--- src/rtl/i2c_tok_pkg.sv ---
package i2c_tok_pkg;
    localparam int DIV_W = 12;

    typedef enum logic [3:0] {
        TK_END     = 4'd0,
        TK_START   = 4'd1,
        TK_ADDR_WR = 4'd2,
        TK_ADDR_RD = 4'd3,
        TK_DATA    = 4'd4,
        TK_LAST    = 4'd5,
        TK_STOP    = 4'd6
    } tok_e;

    typedef enum logic [1:0] {
        OP_START = 2'd0,
        OP_STOP  = 2'd1,
        OP_WRITE = 2'd2,
        OP_READ  = 2'd3
    } op_e;
endpackage

--- src/rtl/i2c_tok_tick.sv ---
module i2c_tok_tick #(
    parameter int DIV_W = 12
) (
    input  logic             clk,
    input  logic             rst_n,
    input  logic             run,
    input  logic [DIV_W-1:0] div,
    output logic             tick
);
    typedef struct packed {
        logic [DIV_W-1:0] cnt;
        logic             tick;
    } st_t;

    st_t s_q, s_d;
    logic [DIV_W-1:0] lim;

    always_comb begin
        lim = (div == '0) ? DIV_W'(1) : div;
        s_d = s_q;
        s_d.tick = 1'b0;
        if (!run) begin
            s_d.cnt = '0;
        end else if (s_q.cnt >= lim - DIV_W'(1)) begin
            s_d.cnt  = '0;
            s_d.tick = 1'b1;
        end else begin
            s_d.cnt = s_q.cnt + DIV_W'(1);
        end
    end

    always_ff @(posedge clk) begin
        if (!rst_n) s_q <= '0;
        else        s_q <= s_d;
    end

    assign tick = s_q.tick;

    // with a divider above one, quarter ticks never come back to back
    p_tick_spacing_r8: assert property (@(posedge clk) disable iff (!rst_n)
        (s_q.tick && div > DIV_W'(1) && $stable(div)) |=> !s_q.tick);
endmodule

--- src/rtl/i2c_tok_bus.sv ---
module i2c_tok_bus
    import i2c_tok_pkg::*;
(
    input  logic       clk,
    input  logic       rst_n,
    input  logic       tick,
    input  logic       cmd_valid,
    input  op_e        cmd_op,
    input  logic [7:0] cmd_byte,
    input  logic       cmd_nack,
    input  logic       sda_in,
    output logic       busy,
    output logic       done,
    output logic [7:0] rx_byte,
    output logic       acked,
    output logic       scl_oe,
    output logic       sda_oe
);
    typedef struct packed {
        logic       busy;
        op_e        op;
        logic [1:0] q;
        logic [3:0] bitn;
        logic [7:0] sh;
        logic       nack;
        logic       scl_oe;
        logic       sda_oe;
        logic       acked;
        logic       done;
    } st_t;

    st_t  s_q, s_d;
    logic ack_bit, rd;

    always_comb begin
        s_d      = s_q;
        s_d.done = 1'b0;
        ack_bit  = (s_q.bitn == 4'd8);
        rd       = (s_q.op == OP_READ);
        if (!s_q.busy) begin
            if (cmd_valid) begin
                s_d.busy = 1'b1;
                s_d.op   = cmd_op;
                s_d.q    = 2'd0;
                s_d.bitn = 4'd0;
                s_d.sh   = cmd_byte;
                s_d.nack = cmd_nack;
            end
        end else if (tick) begin
            s_d.q = s_q.q + 2'd1;
            case (s_q.op)
                OP_START: begin
                    case (s_q.q)
                        2'd0: s_d.sda_oe = 1'b0;
                        2'd1: s_d.scl_oe = 1'b0;
                        2'd2: s_d.sda_oe = 1'b1;
                        default: begin
                            s_d.scl_oe = 1'b1;
                            s_d.busy   = 1'b0;
                            s_d.done   = 1'b1;
                        end
                    endcase
                end
                OP_STOP: begin
                    case (s_q.q)
                        2'd0: s_d.sda_oe = 1'b1;
                        2'd1: s_d.scl_oe = 1'b0;
                        2'd2: s_d.sda_oe = 1'b0;
                        default: begin
                            s_d.busy = 1'b0;
                            s_d.done = 1'b1;
                        end
                    endcase
                end
                default: begin
                    case (s_q.q)
                        2'd0: s_d.sda_oe = ack_bit ? (rd ? !s_q.nack : 1'b0)
                                                   : (rd ? 1'b0 : !s_q.sh[7]);
                        2'd1: s_d.scl_oe = 1'b0;
                        2'd2: begin
                            if (!ack_bit) s_d.sh = {s_q.sh[6:0], rd ? sda_in : 1'b0};
                            else          s_d.acked = !sda_in;
                        end
                        default: begin
                            s_d.scl_oe = 1'b1;
                            if (ack_bit) begin
                                s_d.busy = 1'b0;
                                s_d.done = 1'b1;
                            end else begin
                                s_d.bitn = s_q.bitn + 4'd1;
                            end
                        end
                    endcase
                end
            endcase
        end
    end

    always_ff @(posedge clk) begin
        if (!rst_n) s_q <= '0;
        else        s_q <= s_d;
    end

    assign busy    = s_q.busy;
    assign done    = s_q.done;
    assign rx_byte = s_q.sh;
    assign acked   = s_q.acked;
    assign scl_oe  = s_q.scl_oe;
    assign sda_oe  = s_q.sda_oe;

    // an SDA move while SCL stays released belongs to a start or stop primitive
    p_sda_moves_scl_low_r9: assert property (@(posedge clk) disable iff (!rst_n)
        (!$stable(s_q.sda_oe) && !s_q.scl_oe && !$past(s_q.scl_oe))
        |-> (s_q.op == OP_START || s_q.op == OP_STOP));

    // completion of a primitive is a single-cycle event
    p_done_single_r7: assert property (@(posedge clk) disable iff (!rst_n)
        s_q.done |=> !s_q.done);
endmodule

--- src/rtl/i2c_tok_master.sv ---
module i2c_tok_master
    import i2c_tok_pkg::*;
(
    input  logic        clk,
    input  logic        rst_n,
    input  logic        reg_wr,
    input  logic [4:0]  reg_waddr,
    input  logic [31:0] reg_wdata,
    input  logic [4:0]  reg_raddr,
    output logic [31:0] reg_rdata,
    output logic        irq,
    output logic        scl_oe,
    output logic        sda_oe,
    input  logic        sda_in
);
    localparam int WORD_W = 32;
    localparam int WIN_W  = 2 * WORD_W;
    localparam int SLOTS  = WIN_W / 4;
    localparam int IDX_W  = $clog2(SLOTS);
    localparam int BYTES  = WIN_W / 8;
    localparam int BIDX_W = $clog2(BYTES);

    typedef struct packed {
        logic              start;
        logic              ackign;
        logic              err;
        logic              busy;
        logic [DIV_W-1:0]  div;
        logic [7:0]        taddr;
        logic [WIN_W-1:0]  list;
        logic [WIN_W-1:0]  wdat;
        logic [WIN_W-1:0]  rdat;
        logic [IDX_W-1:0]  idx;
        logic [BIDX_W-1:0] bidx;
        logic              pend;
        logic              stopping;
        logic              dir_rd;
        logic              is_data;
        op_e               cur_op;
        logic              irq;
    } st_t;

    st_t        s_q, s_d;
    logic       tick, eng_busy, eng_done, eng_acked;
    logic [7:0] eng_rx;
    logic       cmd_valid, cmd_nack;
    op_e        cmd_op;
    logic [7:0] cmd_byte;
    logic [3:0] tok;
    logic [7:0] wbyte;
    logic       iss, iss_data, fin;

    i2c_tok_tick #(.DIV_W(DIV_W)) u_tick (
        .clk(clk), .rst_n(rst_n), .run(eng_busy), .div(s_q.div), .tick(tick)
    );

    i2c_tok_bus u_bus (
        .clk(clk), .rst_n(rst_n), .tick(tick),
        .cmd_valid(cmd_valid), .cmd_op(cmd_op), .cmd_byte(cmd_byte), .cmd_nack(cmd_nack),
        .sda_in(sda_in), .busy(eng_busy), .done(eng_done), .rx_byte(eng_rx),
        .acked(eng_acked), .scl_oe(scl_oe), .sda_oe(sda_oe)
    );

    always_comb begin
        s_d       = s_q;
        s_d.irq   = 1'b0;
        tok       = s_q.list[{s_q.idx, 2'b00} +: 4];
        wbyte     = s_q.wdat[{s_q.bidx, 3'b000} +: 8];
        iss       = 1'b0;
        iss_data  = 1'b0;
        fin       = 1'b0;
        cmd_op    = OP_START;
        cmd_byte  = 8'h00;
        cmd_nack  = 1'b0;

        if (s_q.busy) begin
            if (s_q.pend) begin
                if (eng_done) begin
                    s_d.pend = 1'b0;
                    if (s_q.stopping) begin
                        fin = 1'b1;
                    end else begin
                        if (s_q.is_data) begin
                            if (s_q.cur_op == OP_READ)
                                s_d.rdat[{s_q.bidx, 3'b000} +: 8] = eng_rx;
                            s_d.bidx = s_q.bidx + BIDX_W'(1);
                        end
                        if (s_q.cur_op == OP_WRITE && !eng_acked && !s_q.ackign) begin
                            s_d.err      = 1'b1;
                            s_d.stopping = 1'b1;
                        end else if (s_q.idx == IDX_W'(SLOTS - 1)) begin
                            fin = 1'b1;
                        end else begin
                            s_d.idx = s_q.idx + IDX_W'(1);
                        end
                    end
                end
            end else if (!eng_busy) begin
                if (s_q.stopping) begin
                    iss    = 1'b1;
                    cmd_op = OP_STOP;
                end else begin
                    case (tok)
                        TK_START: begin iss = 1'b1; cmd_op = OP_START; end
                        TK_STOP:  begin iss = 1'b1; cmd_op = OP_STOP;  end
                        TK_ADDR_WR, TK_ADDR_RD: begin
                            iss        = 1'b1;
                            cmd_op     = OP_WRITE;
                            cmd_byte   = {s_q.taddr[7:1], tok == TK_ADDR_RD};
                            s_d.dir_rd = (tok == TK_ADDR_RD);
                        end
                        TK_DATA, TK_LAST: begin
                            iss      = 1'b1;
                            iss_data = 1'b1;
                            cmd_op   = s_q.dir_rd ? OP_READ : OP_WRITE;
                            cmd_byte = wbyte;
                            cmd_nack = (tok == TK_LAST);
                        end
                        default: fin = 1'b1;
                    endcase
                end
            end
        end

        cmd_valid = iss;
        if (iss) begin
            s_d.pend    = 1'b1;
            s_d.cur_op  = cmd_op;
            s_d.is_data = iss_data;
        end
        if (fin) begin
            s_d.busy = 1'b0;
            s_d.irq  = 1'b1;
        end

        if (reg_wr) begin
            case (reg_waddr)
                5'h00: begin
                    s_d.start  = reg_wdata[0];
                    s_d.ackign = reg_wdata[1];
                    s_d.div    = {reg_wdata[29:28], reg_wdata[21:12]};
                    if (reg_wdata[0] && !s_q.start) begin
                        s_d.busy     = 1'b1;
                        s_d.idx      = '0;
                        s_d.bidx     = '0;
                        s_d.rdat     = '0;
                        s_d.err      = 1'b0;
                        s_d.pend     = 1'b0;
                        s_d.stopping = 1'b0;
                    end else if (!reg_wdata[0]) begin
                        s_d.busy = 1'b0;
                        s_d.irq  = 1'b0;
                    end
                end
                5'h04: s_d.taddr               = reg_wdata[7:0];
                5'h08: s_d.list[WORD_W-1:0]     = reg_wdata;
                5'h0C: s_d.list[WIN_W-1:WORD_W] = reg_wdata;
                5'h10: s_d.wdat[WORD_W-1:0]     = reg_wdata;
                5'h14: s_d.wdat[WIN_W-1:WORD_W] = reg_wdata;
                default: ;
            endcase
        end
    end

    always_ff @(posedge clk) begin
        if (!rst_n) s_q <= '0;
        else        s_q <= s_d;
    end

    always_comb begin
        case (reg_raddr)
            5'h00: reg_rdata = {2'b00, s_q.div[11:10], 6'd0, s_q.div[9:0], 8'd0,
                                s_q.err, s_q.busy, s_q.ackign, s_q.start};
            5'h04: reg_rdata = {24'd0, s_q.taddr};
            5'h08: reg_rdata = s_q.list[WORD_W-1:0];
            5'h0C: reg_rdata = s_q.list[WIN_W-1:WORD_W];
            5'h10: reg_rdata = s_q.wdat[WORD_W-1:0];
            5'h14: reg_rdata = s_q.wdat[WIN_W-1:WORD_W];
            5'h18: reg_rdata = s_q.rdat[WORD_W-1:0];
            5'h1C: reg_rdata = s_q.rdat[WIN_W-1:WORD_W];
            default: reg_rdata = '0;
        endcase
    end

    assign irq = s_q.irq;

    // a fresh run starts with an empty read window and no error
    p_launch_clean_r4: assert property (@(posedge clk) disable iff (!rst_n)
        $rose(s_q.busy) |-> (s_q.rdat == '0 && !s_q.err));

    // error only appears while acknowledges were being enforced
    p_err_needs_enforce_r5: assert property (@(posedge clk) disable iff (!rst_n)
        $rose(s_q.err) |-> !$past(s_q.ackign));

    // an interrupt only closes a run that was in progress
    p_irq_ends_run_r7: assert property (@(posedge clk) disable iff (!rst_n)
        s_q.irq |-> ($past(s_q.busy) && !s_q.busy));

    // the sequencer only hands a primitive to an idle bus engine
    p_issue_to_idle_r3: assert property (@(posedge clk) disable iff (!rst_n)
        cmd_valid |=> eng_busy);
endmodule

--- config.mk ---
export PLATFORM = sky130hd
export DESIGN_NAME = i2c_tok_master
export DESIGN_NICKNAME = d
export VERILOG_FILES = /design/src/rtl/i2c_tok_pkg.sv /design/src/rtl/i2c_tok_tick.sv /design/src/rtl/i2c_tok_bus.sv /design/src/rtl/i2c_tok_master.sv
export SDC_FILE = /design/constraint.sdc
export NUM_CORES = 1
export LEC_CHECK = 0
export ABC_AREA = 1
export BUFFER_PORTS_ARGS = -buffer_cell sky130_fd_sc_hd__buf_2
export CAP_MARGIN = 20
export CORE_ASPECT_RATIO = 0.7
export CORE_UTILIZATION = 63
export CTS_BUF_LIST = sky130_fd_sc_hd__clkbuf_2 sky130_fd_sc_hd__clkbuf_4 sky130_fd_sc_hd__clkbuf_8
export CTS_CLUSTER_DIAMETER = 80
export DETAILED_ROUTE_END_ITERATION = 16
export PLACE_DENSITY = 0.89
export SLEW_MARGIN = 20
export SYNTH_ARGS = -nofsm -noshare
export SYNTH_HDL_FRONTEND = slang
export SYNTH_SLANG_ARGS = --single-unit
export TNS_END_PERCENT = 50
--- constraint.sdc ---
create_clock -name clk -period 3.3 [get_ports clk]
set_input_delay 0.66 -clock clk [delete_from_list [all_inputs] [get_ports clk]]
set_output_delay 0.66 -clock clk [all_outputs]
set_load 0.01 [all_outputs]
==> flow_summary_export.csv <==
group,metric,value,unit
outcome,outcome,"complete, no violations",
clock_tree,root_buffer,"clkbuf_8",
clock_tree,clockBufferDepth,3,
sta,setup_viol,0,
yosys,netlist_instances,1878,
clock_tree,clk_pin_slew,0.07,ns
die,die-area,21660,sq um
clock_tree,post-cts-setup-buffer-count,0,
setup_path,worstPathArrival,2.47,ns
final_layout,final_common_cell,"nand2_1",
yosys,seq_area_frac_synth,0.3998,
sta,period_share,0.9478,
die,design.core.area,20700,sq um
setup_path,crit_type,"primary input to output port",
power_and_ir_drop,power,0.006532,W
routing,num_vias,14071,
placed_design,gp_congestion,0.9978,
placed_design,portBuffers,80,
clock_tree,cts_tree,"yes",
setup_path,path_max_fanout,9,
global_routing,grt_max_degree,122,
final_layout,area.growth.synth_to_final,11.81,%
setup_path,crit_path_start_kind,"primary input",
placed_design,place_ws,0.1423,ns
sta,skew,0.02410,ns
routing,drtIter0Drc,2401,
setup_path,worstPathCellList,"buf_2 > nor2_1 > nand3_1 > nor2_1 > clkinv_1 > o221ai_1 > buf_2",
setup_path,r2r_end,"u_tick.s_q[3]",
setup_path,worst-path-buf-inv,3,
setup_path,cpPeakStageDelay,0.50,ns
run,cap_violations,0,
yosys,syn_nets,1951,
routing,first_pass_iters,6,
routing,route.detailed.drc,0,
placed_design,dp.cells,2164,
clock_tree,hold_buffers,0,
final_layout,stdcell_count,2235,
yosys,synth-warning-count,0,
sta,maxSlewHeadroom,0.2898,
worst_hold_path,worstHoldEndpoint,"u_bus.acked",
global_routing,grt_use_total,0.4049,
routing,drt.antenna.violating_nets,0,
sta,drv_slew,0,
yosys,syn_area,13270,sq um
yosys,ys.flop_type,"dfxtp_1",
global_routing,overflow,0,
yosys,synth_edf_count,0,
setup_path,crit_slowest_cell,"o221ai_1",
setup_path,crit_required,2.64,ns
global_routing,grt_pass1_vias,12267,
setup_path,critPathCaptureType,"output port",
power_and_ir_drop,powerDensity,440.3,nW/um^2
global_routing,grt_pass1_wl,67.44,mm
final_layout,diodes,0,
global_routing,antenna_found_initial,0,
sta,worst_slack,0.1721,ns
power_and_ir_drop,ir_worst_vdd,310.7,uV
final_layout,fillCellCount,1709,
clock_tree,clock_sinks,265,
setup_path,r2r_cells,16,
die,rows,44,
routing,vias_per_cell,6.296,
worst_hold_path,min_from,"sda_in",
yosys,syn_avg_cell_area,7.065,sq um
final_layout,final_cell_mix,"nand2_1, dfxtp_1, inv_1",
sta,worstMarginPinSlew,1.058,ns
worst_hold_path,hp-class,"primary input to flop",
die,initial_core_util,0.6410,
die,die_x,175.5,microns
clock_tree,cts_buffers,41,
final_layout,final_nets,2004,
die,die_h,123.4,microns
clock_tree,clock_latency,0.56,ns
power_and_ir_drop,p_leak,5.665,nW
sta,fin_crit,3.128,ns
yosys,ys_seq_elements,265,
yosys,ys_types,47,
placed_design,hpwlAfterDp,31.56,mm
routing,route.detailed.wl_per_inst,19.87,microns
setup_path,r2r_slack,0.23,ns
die,top_level_ports,81,
routing,routed_wl,44.41,mm
final_layout,drive_gt1_frac,0.1143,
yosys,async_flop_share,0,
setup_path,r2r_start,"s_q[223]",
sta,hold_viol_final,0,
worst_hold_path,whs_path_depth,2,
setup_path,critPathTopFamily,"buffers and inverters",
sta,max_freq,319.7,MHz
clock_tree,cts_max_level,2,
==> sequential cells by signal (all words and copies together), names as in the netlist, 8 cells and up <==
register       count
u_bus.s_q          9
u_tick.s_q        12
u_bus.rx_byte      8
s_q              229
==> cell families (layout without fill, tap and decap cells) <==
logic type      after synthesis  after routing  synth area share
compound gates              610            610            0.2641
fa+ha+maj                    27             27           0.02546
xor+xnor                     16             16           0.01056
buf+inv                     387            468            0.1137
simple gates                573            573            0.1863
flops                       265            265            0.3998
==> cell usage after synthesis (13+ instances only) <==
cell	n	area, sq um
nor3_1	25	125.1
a211oi_1	24	180.2
a21oi_1	247	1236
nand4_1	20	125.1
inv_1	261	979.7
nand3_1	120	600.6
a221oi_1	28	245.2
nor2_1	120	450.4
o21ai_0	186	930.9
dfxtp_1	265	5305
o211ai_1	13	97.59
ha_1	27	337.8
o221ai_1	18	157.7
clkbuf_1	91	341.6
nand2_1	264	991.0
o22ai_1	59	369.1
==> power by group <==
group          leakage [nW]  internal, W  switching [W]
logic                  3.07     0.000105       0.000257
clock network         0.462      0.00161        0.00133
registers              2.14      0.00322      0.0000123
==> layout make-up <==
cell class	count	area [sq um]	share of cell area
Sequential cell	265	5311	0.3580
Tap cell	276	345.3	0.02328
Timing Repair Buffer	122	780.7	0.05262
Clock inverter	5	31.28	0.002108
Multi-Input combinational cell	1226	6496	0.4378
Inverter	275	1032	0.06957
Clock buffer	66	839.6	0.05659
==> timing repair <==
action,4_1_cts,5_1_grt
setup endpoints to repair,0,13
resized for setup,0,10
endpoints found under the hold margin,0,0
==> layer usage <==
layer / global-route usage / wire length (microns) / up-vias
met1: 0.5806 / 17940 / 6463
li1: - / - / 6493
met2: 0.5838 / 18230 / 1011
met5: 0 / 0 / -
met3: 0.1101 / 6905 / 104
met4: 0.1353 / 1338 / 0
==> worst reg2reg max path, stage by stage (launching register included) <==
cell and delay (ns):
dfxtp_1 0.38, nor4_2 0.44, a31oi_4 0.16, ha_1 0.28
nand3_1 0.11, xor2_1 0.25, ha_1 0.28, nand2_1 0.09
nor2_1 0.05, a211oi_1 0.17, nand2_1 0.13, nand2_1 0.07
nand2_1 0.05, nand2_1 0.07, nand4_1 0.07, buf_4 0.21
nor3b_1 0.17
==> worst max-delay path by stage <==
stage                          endpoint    startpoint  cells after the start  slack [ns]
final                     reg_rdata[20]  reg_raddr[1]                      7        0.17
after global routing      u_tick.s_q[3]      s_q[218]                     21       -0.03
after CTS                 u_tick.s_q[5]      s_q[220]                     21        0.09
after detailed placement  u_tick.s_q[5]      s_q[220]                     21        0.14
after global placement     reg_rdata[1]  reg_raddr[1]                      7        0.30
after floorplan                 s_q[50]        s_q[7]                     12        0.58
==> stage by stage <==
stage	area [sq um]	util	hold WS, ns	setup TNS [ns]
final	14840	0.7168	0.3075	0
after global routing	14840	0.7168	0.2941	-0.02939
after CTS	14800	0.7148	0.2920	0
after detailed placement	13930	0.6728	0.4465	0
after global placement	13930	0.6728	0.4392	0
after floorplan	13270	-	0.4297	0
Note: power is estimated with default switching activity, not from simulation.
